[config.mk]
export PLATFORM = sky130hd
export DESIGN_NAME = npc_unit
export DESIGN_NICKNAME = d
export VERILOG_FILES = /design/src/rtl/npc_pkg.sv /design/src/rtl/npc_decode.sv /design/src/rtl/npc_cond.sv /design/src/rtl/npc_target.sv /design/src/rtl/npc_unit.sv
export SDC_FILE = /design/constraint.sdc
export NUM_CORES = 1
export LEC_CHECK = 0
export BUFFER_PORTS_ARGS = -buffer_cell sky130_fd_sc_hd__clkbuf_2
export CAP_MARGIN = 5
export CELL_PAD_IN_SITES_DETAIL_PLACEMENT = 0
export CELL_PAD_IN_SITES_GLOBAL_PLACEMENT = 1
export CORE_AREA = 3 3 125 127
export DETAILED_ROUTE_END_ITERATION = 7
export DIE_AREA = 0 0 128 130
export MAX_ROUTING_LAYER = met4
export PLACE_DENSITY = 0.89
export SYNTH_ARGS = -nofsm -noshare
export SYNTH_HDL_FRONTEND = slang
export SYNTH_SLANG_ARGS = --single-unit
export TNS_END_PERCENT = 100
[constraint.sdc]
create_clock -name vclk -period 4.99
set_input_delay 0.2495 -clock vclk [all_inputs]
set_output_delay 0.2495 -clock vclk [all_outputs]
set_load 0.05 [all_outputs]
[src/rtl/npc_pkg.sv]
package npc_pkg;
  parameter int unsigned NPC_XLEN = 32;
  localparam int unsigned IMM_W = 16;
  localparam int unsigned JT_W  = 26;
  localparam int unsigned REG_W = 5;
  localparam int unsigned OP_W  = 6;
  localparam int unsigned REGION_W = NPC_XLEN - JT_W - 2;

  localparam logic [OP_W-1:0] OP_SPECIAL = 6'b000000;
  localparam logic [OP_W-1:0] OP_REGIMM  = 6'b000001;
  localparam logic [OP_W-1:0] OP_J       = 6'b000010;
  localparam logic [OP_W-1:0] OP_JAL     = 6'b000011;
  localparam logic [OP_W-1:0] OP_BEQ     = 6'b000100;
  localparam logic [OP_W-1:0] OP_BNE     = 6'b000101;
  localparam logic [OP_W-1:0] OP_BLEZ    = 6'b000110;
  localparam logic [OP_W-1:0] OP_BGTZ    = 6'b000111;

  localparam logic [OP_W-1:0] FN_JR      = 6'b001000;
  localparam logic [OP_W-1:0] FN_JALR    = 6'b001001;
  localparam logic [OP_W-1:0] FN_SYSCALL = 6'b001100;
  localparam logic [OP_W-1:0] FN_BREAK   = 6'b001101;

  localparam logic [REG_W-1:0] RI_LTZ      = 5'b00000;
  localparam logic [REG_W-1:0] RI_GEZ      = 5'b00001;
  localparam logic [REG_W-1:0] RI_LTZ_LINK = 5'b10000;
  localparam logic [REG_W-1:0] RI_GEZ_LINK = 5'b10001;

  typedef logic [NPC_XLEN-1:0] word_t;

  typedef enum logic [2:0] {
    K_SEQ, K_BRANCH, K_REGION, K_REGISTER, K_TRAP
  } xfer_kind_e;

  typedef enum logic [2:0] {
    C_NEVER, C_EQ, C_NE, C_LEZ, C_GTZ, C_LTZ, C_GEZ
  } cond_e;

  // Address of the delay slot.
  function automatic word_t slot_addr(word_t pc);
    return pc + word_t'(4);
  endfunction

  // Return address: the instruction after the delay slot.
  function automatic word_t return_addr(word_t pc);
    return pc + word_t'(8);
  endfunction

  // Word displacement, sign-extended and scaled, added to the slot address.
  function automatic word_t rel_target(word_t base, logic [IMM_W-1:0] off);
    word_t ext;
    ext = {{(NPC_XLEN-IMM_W){off[IMM_W-1]}}, off};
    return base + (ext << 2);
  endfunction

  // Upper region bits of the slot address, word index below them.
  function automatic word_t region_target(word_t base, logic [JT_W-1:0] idx);
    return {base[NPC_XLEN-1 -: REGION_W], idx, 2'b00};
  endfunction
endpackage

[src/rtl/npc_decode.sv]
module npc_decode
  import npc_pkg::*;
(
  input  logic [OP_W-1:0]  opcode_i,
  input  logic [REG_W-1:0] rt_sel_i,
  input  logic [OP_W-1:0]  funct_i,
  output xfer_kind_e       kind_o,
  output cond_e            cond_o,
  output logic             link_fixed_o,
  output logic             link_rd_o
);
  always_comb begin
    kind_o       = K_SEQ;
    cond_o       = C_NEVER;
    link_fixed_o = 1'b0;
    link_rd_o    = 1'b0;
    case (opcode_i)
      OP_BEQ:  begin kind_o = K_BRANCH; cond_o = C_EQ;  end
      OP_BNE:  begin kind_o = K_BRANCH; cond_o = C_NE;  end
      OP_BLEZ: begin kind_o = K_BRANCH; cond_o = C_LEZ; end
      OP_BGTZ: begin kind_o = K_BRANCH; cond_o = C_GTZ; end
      OP_REGIMM: begin
        case (rt_sel_i)
          RI_LTZ:      begin kind_o = K_BRANCH; cond_o = C_LTZ; end
          RI_GEZ:      begin kind_o = K_BRANCH; cond_o = C_GEZ; end
          RI_LTZ_LINK: begin kind_o = K_BRANCH; cond_o = C_LTZ; link_fixed_o = 1'b1; end
          RI_GEZ_LINK: begin kind_o = K_BRANCH; cond_o = C_GEZ; link_fixed_o = 1'b1; end
          default: ;
        endcase
      end
      OP_J:   kind_o = K_REGION;
      OP_JAL: begin kind_o = K_REGION; link_fixed_o = 1'b1; end
      OP_SPECIAL: begin
        case (funct_i)
          FN_JR:      kind_o = K_REGISTER;
          FN_JALR:    begin kind_o = K_REGISTER; link_rd_o = 1'b1; end
          FN_SYSCALL: kind_o = K_TRAP;
          FN_BREAK:   kind_o = K_TRAP;
          default: ;
        endcase
      end
      default: ;
    endcase
  end

  always_comb begin
    if (link_rd_o) AST_RD_LINK_ONLY_SPECIAL: assert (opcode_i == OP_SPECIAL && !link_fixed_o)
      else $error("register-jump link outside opcode 0");
  end
endmodule

[src/rtl/npc_cond.sv]
module npc_cond
  import npc_pkg::*;
(
  input  cond_e cond_i,
  input  word_t a_i,
  input  word_t b_i,
  output logic  pass_o
);
  logic a_neg, a_zero, a_eq_b;

  assign a_neg  = a_i[NPC_XLEN-1];
  assign a_zero = (a_i == '0);
  assign a_eq_b = (a_i == b_i);

  always_comb begin
    case (cond_i)
      C_EQ:    pass_o = a_eq_b;
      C_NE:    pass_o = !a_eq_b;
      C_LEZ:   pass_o = a_neg || a_zero;
      C_GTZ:   pass_o = !a_neg && !a_zero;
      C_LTZ:   pass_o = a_neg;
      C_GEZ:   pass_o = !a_neg;
      default: pass_o = 1'b0;
    endcase
  end

  always_comb begin
    if (cond_i == C_GTZ && pass_o) AST_GTZ_SIGNED: assert ($signed(a_i) > 0)
      else $error("positive test passed a non-positive operand");
  end
endmodule

[src/rtl/npc_target.sv]
module npc_target
  import npc_pkg::*;
#(
  parameter word_t TRAP_VEC = 32'h0000_003C
) (
  input  xfer_kind_e       kind_i,
  input  logic             pass_i,
  input  word_t            pc_i,
  input  word_t            rs_i,
  input  logic [IMM_W-1:0] offset_i,
  input  logic [JT_W-1:0]  jtarget_i,
  output word_t            seq_pc_o,
  output word_t            next_pc_o,
  output logic             redirect_o
);
  word_t branch_dest, region_dest;

  assign seq_pc_o    = slot_addr(pc_i);
  assign branch_dest = rel_target(seq_pc_o, offset_i);
  assign region_dest = region_target(seq_pc_o, jtarget_i);

  always_comb begin
    redirect_o = 1'b0;
    next_pc_o  = seq_pc_o;
    case (kind_i)
      K_BRANCH: if (pass_i) begin
        redirect_o = 1'b1;
        next_pc_o  = branch_dest;
      end
      K_REGION:   begin redirect_o = 1'b1; next_pc_o = region_dest; end
      K_REGISTER: begin redirect_o = 1'b1; next_pc_o = rs_i; end
      K_TRAP:     next_pc_o = TRAP_VEC;
      default: ;
    endcase
  end

  always_comb begin
    if (!redirect_o && kind_i != K_TRAP) AST_FALL_THROUGH: assert (next_pc_o == pc_i + 32'd4)
      else $error("fall-through address wrong");
    if (kind_i == K_REGION) AST_REGION_KEEP: assert (next_pc_o[NPC_XLEN-1 -: REGION_W] == seq_pc_o[NPC_XLEN-1 -: REGION_W] && next_pc_o[1:0] == 2'b00)
      else $error("region jump lost upper bits");
  end
endmodule

[src/rtl/npc_unit.sv]
module npc_unit
  import npc_pkg::*;
#(
  parameter word_t            TRAP_VEC = 32'h0000_003C,
  parameter logic [REG_W-1:0] LINK_REG = 5'd31
) (
  input  logic [31:0] pc_i,
  input  logic [31:0] rs_val_i,
  input  logic [31:0] rt_val_i,
  input  logic [5:0]  opcode_i,
  input  logic [4:0]  rt_sel_i,
  input  logic [4:0]  rd_sel_i,
  input  logic [5:0]  funct_i,
  input  logic [15:0] offset_i,
  input  logic [25:0] jtarget_i,
  output logic [31:0] next_pc_o,
  output logic        redirect_o,
  output logic        link_en_o,
  output logic [4:0]  link_reg_o,
  output logic [31:0] link_val_o,
  output logic        trap_o,
  output logic [31:0] epc_o
);
  xfer_kind_e kind;
  cond_e      cond;
  logic       link_fixed, link_rd, cond_pass;
  word_t      seq_pc;

  npc_decode u_decode (
    .opcode_i    (opcode_i),
    .rt_sel_i    (rt_sel_i),
    .funct_i     (funct_i),
    .kind_o      (kind),
    .cond_o      (cond),
    .link_fixed_o(link_fixed),
    .link_rd_o   (link_rd)
  );

  npc_cond u_cond (
    .cond_i(cond),
    .a_i   (rs_val_i),
    .b_i   (rt_val_i),
    .pass_o(cond_pass)
  );

  npc_target #(.TRAP_VEC(TRAP_VEC)) u_target (
    .kind_i    (kind),
    .pass_i    (cond_pass),
    .pc_i      (pc_i),
    .rs_i      (rs_val_i),
    .offset_i  (offset_i),
    .jtarget_i (jtarget_i),
    .seq_pc_o  (seq_pc),
    .next_pc_o (next_pc_o),
    .redirect_o(redirect_o)
  );

  // Link is independent of the condition outcome.
  assign link_en_o  = link_fixed || link_rd;
  assign link_reg_o = link_rd ? rd_sel_i : (link_fixed ? LINK_REG : '0);
  assign link_val_o = link_en_o ? return_addr(pc_i) : '0;
  assign trap_o     = (kind == K_TRAP);
  assign epc_o      = trap_o ? pc_i : '0;

  always_comb begin
    if (trap_o) AST_TRAP_VECTOR: assert (next_pc_o == TRAP_VEC && epc_o == pc_i && !redirect_o && !link_en_o)
      else $error("trap outputs inconsistent");
    if (link_en_o) AST_LINK_AFTER_SLOT: assert (link_val_o == seq_pc + 32'd4)
      else $error("return address not after delay slot");
    if (link_en_o && opcode_i != OP_SPECIAL) AST_LINK_R31: assert (link_reg_o == LINK_REG)
      else $error("fixed link register wrong");
    if (opcode_i == OP_BEQ && rs_val_i == rt_val_i) AST_EQ_TAKEN: assert (redirect_o)
      else $error("equal operands did not redirect");
  end
endmodule

# After elaboration in Yosys (flattened, before gate mapping)

Index checks and enable logic that the tools add are counted.
W data, S select, Z words.

Word-level logic and storage cells: 64
Memories: 0
Bits in registers: 0
Bits in read-only memories: 0
Latch bits: 0
RAM bits: 0
Input bits: 160
Output and inout bits: 104

Reductions and logical operators: 18
Add/sub/neg operators: 3
Equal/unequal tests: 25
$lt $le $gt $ge: 0
$mul: 0
Bitwise operators: 0
Divide/modulo/power cells: 0
Shifts and indexed selects: 0
Mux-type cells: 18

Operator list:

| cell                    | count |
|---|---|
| $pmux W32 S4            | 1 |
| $mux W32                | 3 |
| $add A32 B3 Y32 const B | 1 |
| $add A32 B32 Y32        | 1 |
| $add A32 B4 Y32 const B | 1 |
| $eq A32 B32 Y1          | 1 |
| $logic_not A32 Y1       | 1 |
| $eq A6 B3 Y1 const B    | 4 |
| $eq A6 B4 Y1 const B    | 4 |
| $pmux W3 S5             | 1 |
| $reduce_or A2 Y1        | 7 |
| $eq A3 B2 Y1 const B    | 4 |
| $eq A3 B3 Y1 const B    | 4 |
| $eq A6 B2 Y1 const B    | 2 |
| $pmux W3 S2             | 2 |
| $pmux W3 S4             | 1 |
| $eq A5 B5 Y1 const B    | 2 |
| $mux W5                 | 2 |
| $reduce_or A4 Y1        | 2 |
| $eq A3 B1 Y1 const B    | 2 |
| $eq A6 B1 Y1 const B    | 1 |
| $logic_not A6 Y1        | 1 |
| $pmux W1 S6             | 1 |
| $eq A5 B1 Y1 const B    | 1 |
| 6 further kinds         | 14 |

# Logic depth before layout (Yosys ltp)

Depth after elaboration: 8
Depth in mapped cells: 17
Depth with buffers taken out: 17

# Hierarchy

A second synthesis with hierarchy kept.

Cells, all modules: 763
Area total of the unflattened synthesis: 5026.1 µm²

By module, submodules not included:

| module     | times used | cells each | sequential area each (µm²) | area an instance (µm²) |
|---|---|---|---|---|
| npc_target | 1          | 502        | 0.0                        | 3347.0 |
| npc_unit   | 1          | 169        | 0.0                        | 991.0 |
| npc_cond   | 1          | 61         | 0.0                        | 484.2 |
| npc_decode | 1          | 31         | 0.0                        | 203.9 |

# Least setup slack after synthesis

OpenSTA, ideal clock, no wires.

Kind: in2out
Start: in pc_i[6]
End: out next_pc_o[29]
Arrival time: 4.008 ns
Cell stages on the path: 15
Slack: 0.732 ns
Required time: 4.740 ns
Buffers on the path: 1
Cells stage by stage: buf_2 -> nand4_1 -> nor4_2 -> and3_1 -> and3_1 -> xor2_1 -> ha_1 -> and3_1 -> and2_1 -> o311ai_0 -> a21oi_1 -> o21ai_0 -> a21oi_1 -> o21a_1 -> o21ai_0

Longest elaborated chain between the ends: 4

RTL lines:

| element             | line             | RTL |
|---|---|---|
| start: declaration  | npc_unit.sv:7    | `input logic [31:0] pc_i,` |
| $add A32 B3 Y32 (*) | npc_pkg.sv:40    | `return pc + word_t'(4);` |
| $add A32 B32 Y32    | npc_pkg.sv:52    | `return base + (ext << 2);` |
| $mux W32            | npc_target.sv:26 | `K_BRANCH: if (pass_i) begin` |
| $pmux W32 S4 (*)    | npc_target.sv:25 | `case (kind_i)` |
| end: declaration    | npc_unit.sv:16   | `output logic [31:0] next_pc_o,` |

Every way passes the cells marked *; elsewhere a longest branch is shown, timed or not.

# Final worst setup path

Start: in pc_i[4]
End: out next_pc_o[30]

Same word-level chain as after synthesis.

==> impl_metrics.yaml <==
sta:
  period_share_pct: 92.7
  rsz0062_at_grt: "false"
  tns_ps: 0
  fmax_ghz: 0.216
  min_period_ps: 4620
  setup_ws_ps: 366
  hold_viol: 0
  slew_viol_final: 0
  max_slew_margin_pct: 36.1
  tightest_slew_ps: 957
  final-setup-viol-count: 0
worst_hold_path:
  holdPathEnd: "link_val_o[3]"
  worstHoldPathCells: 3
  hp-class: "input pin to output port"
  worstHoldStart: "pc_i[3]"
cells_and_area:
  n_sequential_cell: 0
  fin_nets: 1115
  area_growth_pct: 33.4
  layout-drive-gt1-share_pct: 31.0
  fin_util_pct: 40.2
  diodes: 0
  clockBufferCount: 0
  fin_cells: 1099
  regArea_um2: 0
power_and_ir_drop:
  p_leak_nw: 2.94
  peakVddDrop_uv: 30.9
  powerDensity_mw_per_mm2: 94.1
routing:
  wl_mm: 20.4
  detail_route.wl_per_cell_um: 18.6
  num_vias: 5935
  drtAntennaViolNets: 0
  vias_per_cell: 5.40
  dr.pass1.iters: 6
  drc: 0
  drt_iter0_drc: 314
setup_path:
  crit_required_ps: 4740
  criticalPathCategory: "input pin to output port"
  cp_max_fo: 6
  endpoint_kind: "output port"
  crit_path_start_kind: "input pin"
  cp.arrival_ps: 4370
grt:
  grt_remaining_overflow: 0
  grt_usage_pct: 23.8
  grt_max_degree: 57
  grt_pass1_vias: 5638
  antenna_found_initial: 0
  grt_pass1_wl_mm: 30.7
clock_tree:
  ctsResizeCount: 0
  hold_buffers: 0
  post_cts_buffers: 0
place:
  port_buffers: 264
  pre_cts_ws_ps: 439
  placed_cells: 1099
  hpwl_mm: 17.6
  gp_congestion: 0.980
floorplan:
  fp.dieH_um: 130
  io-pin-count: 264
  placementRows: 44
  die_w_um: 128
  core_area_mm2: 0.0145
  die_area_mm2: 0.0166
  initial_utilization_pct: 30.1
run:
  drv_cap: 0
logic_synthesis:
  synth_cell_types: 61
  syn_avg_cell_area_um2: 6.43
  synthCells: 681
  yosysSeqAreaShare_pct: 0
  syn_nets: 879
  syn_area_mm2: 0.00438
  ys_warn_count: 0
run_status:
  status: "finished, final reports clean"
-- per-layer routing --
metal	routed length, µm	up-vias	GRT usage (%)
met2	9580	308	41.4
met3	1610	31	2.37
li1	-	2941	-
met5	0	-	-
met1	8800	2655	30.5
met4	416	0	3.87
-- cells in the mapped netlist, types with 2 or more instances --
library cell	count	area, µm²
nand2_1	86	323
nor2_1	81	304
xor2_1	67	587
xnor2_1	45	394
and3_1	39	244
ha_1	37	463
a21oi_1	32	160
o21ai_0	29	145
clkbuf_1	26	97.6
nand3_1	22	110
a22oi_1	21	158
inv_1	18	67.6
nor4_1	17	106
nand4_1	14	87.6
o211ai_1	14	105
nor3_1	12	60.1
a21o_1	10	75.1
a31oi_1	8	50.1
nor2b_1	8	50.1
a221o_1	7	70.1
and2_1	7	43.8
and4_1	6	52.6
buf_2	6	30.0
o21a_1	6	45.0
a22o_1	5	43.8
mux2i_1	5	50.1
a211oi_1	4	30.0
o21bai_1	4	30.0
buf_1	3	11.3
o31a_1	3	26.3
a211o_1	2	17.5
a31o_2	2	17.5
buf_6	2	22.5
nand4b_1	2	17.5
nor3b_1	2	15.0
o21ai_1	2	10.0
or2_2	2	12.5
or3_1	2	12.5
-- power by group --
group,switching [mW],internal [mW],total (mW)
sequential,0,0,0
combinational,0.349,0.201,0.549
clock,0,0,0
total,0.349,0.201,0.549
-- critical path, cell delays in order --
cell	delay (ps)
clkbuf_2	130
ha_1	260
nand2_1	170
nor4_2	390
nand3_1	180
xnor2_1	300
ha_1	360
a21o_1	180
a21oi_1	130
nor2_1	70
o41ai_1	360
nand3_1	240
a2111oi_0	490
nor3_1	120
xor2_1	160
a221o_1	320
clkbuf_2	240
-- through the flow --
stage	total power, mW	area (µm²)	hold WS [ps]
final	0.549	5840	914
after detailed placement	0.546	5840	918
after global routing	0.601	5840	948
after CTS	0.549	5840	920
after global placement	0.545	5840	904
after floorplan	0.353	4380	675
-- placed cells by master, fill, tap and decap left out, types with 12 or more instances in the layout --
| cell type | instances |
|---|---|
| ha_1 | 37 |
| nor3_1 | 12 |
| o21ai_0 | 28 |
| a21oi_1 | 32 |
| nand2_1 | 86 |
| xor2_1 | 67 |
| and3_1 | 39 |
| o211ai_1 | 14 |
| nor4_1 | 16 |
| inv_1 | 18 |
| clkbuf_2 | 264 |
| nand3_1 | 22 |
| a22oi_1 | 21 |
| nor2_1 | 79 |
| xnor2_1 | 45 |
| nand4_1 | 14 |
-- logic make-up after synthesis --
group	after synthesis	synth area share, %
multiplexers	6	1.40
AO/OA/AOI/OAI	162	25.1
XOR/XNOR	112	22.4
AND/OR/NAND/NOR	308	34.8
adder cells (fa/ha/maj)	38	11.0
buffers and inverters	55	5.23
-- worst max-delay path by stage --
stage	from	endpoint	slack, ps	cells past startpoint
after global routing	pc_i[3]	next_pc_o[30]	30	16
after CTS	pc_i[2]	next_pc_o[31]	430	17
after detailed placement	pc_i[2]	next_pc_o[31]	440	17
after global placement	pc_i[2]	next_pc_o[31]	500	17
after floorplan	pc_i[6]	next_pc_o[29]	730	15
final	pc_i[4]	next_pc_o[30]	370	17
-- cell type report --
class                           instances  area, µm²
Fill cell                            1612       8690
Inverter                               18       67.6
Multi-Input combinational cell        626       4170
Tap cell                              184        230
Timing Repair Buffer                  271       1370
Power figures use the tool's default switching activity.
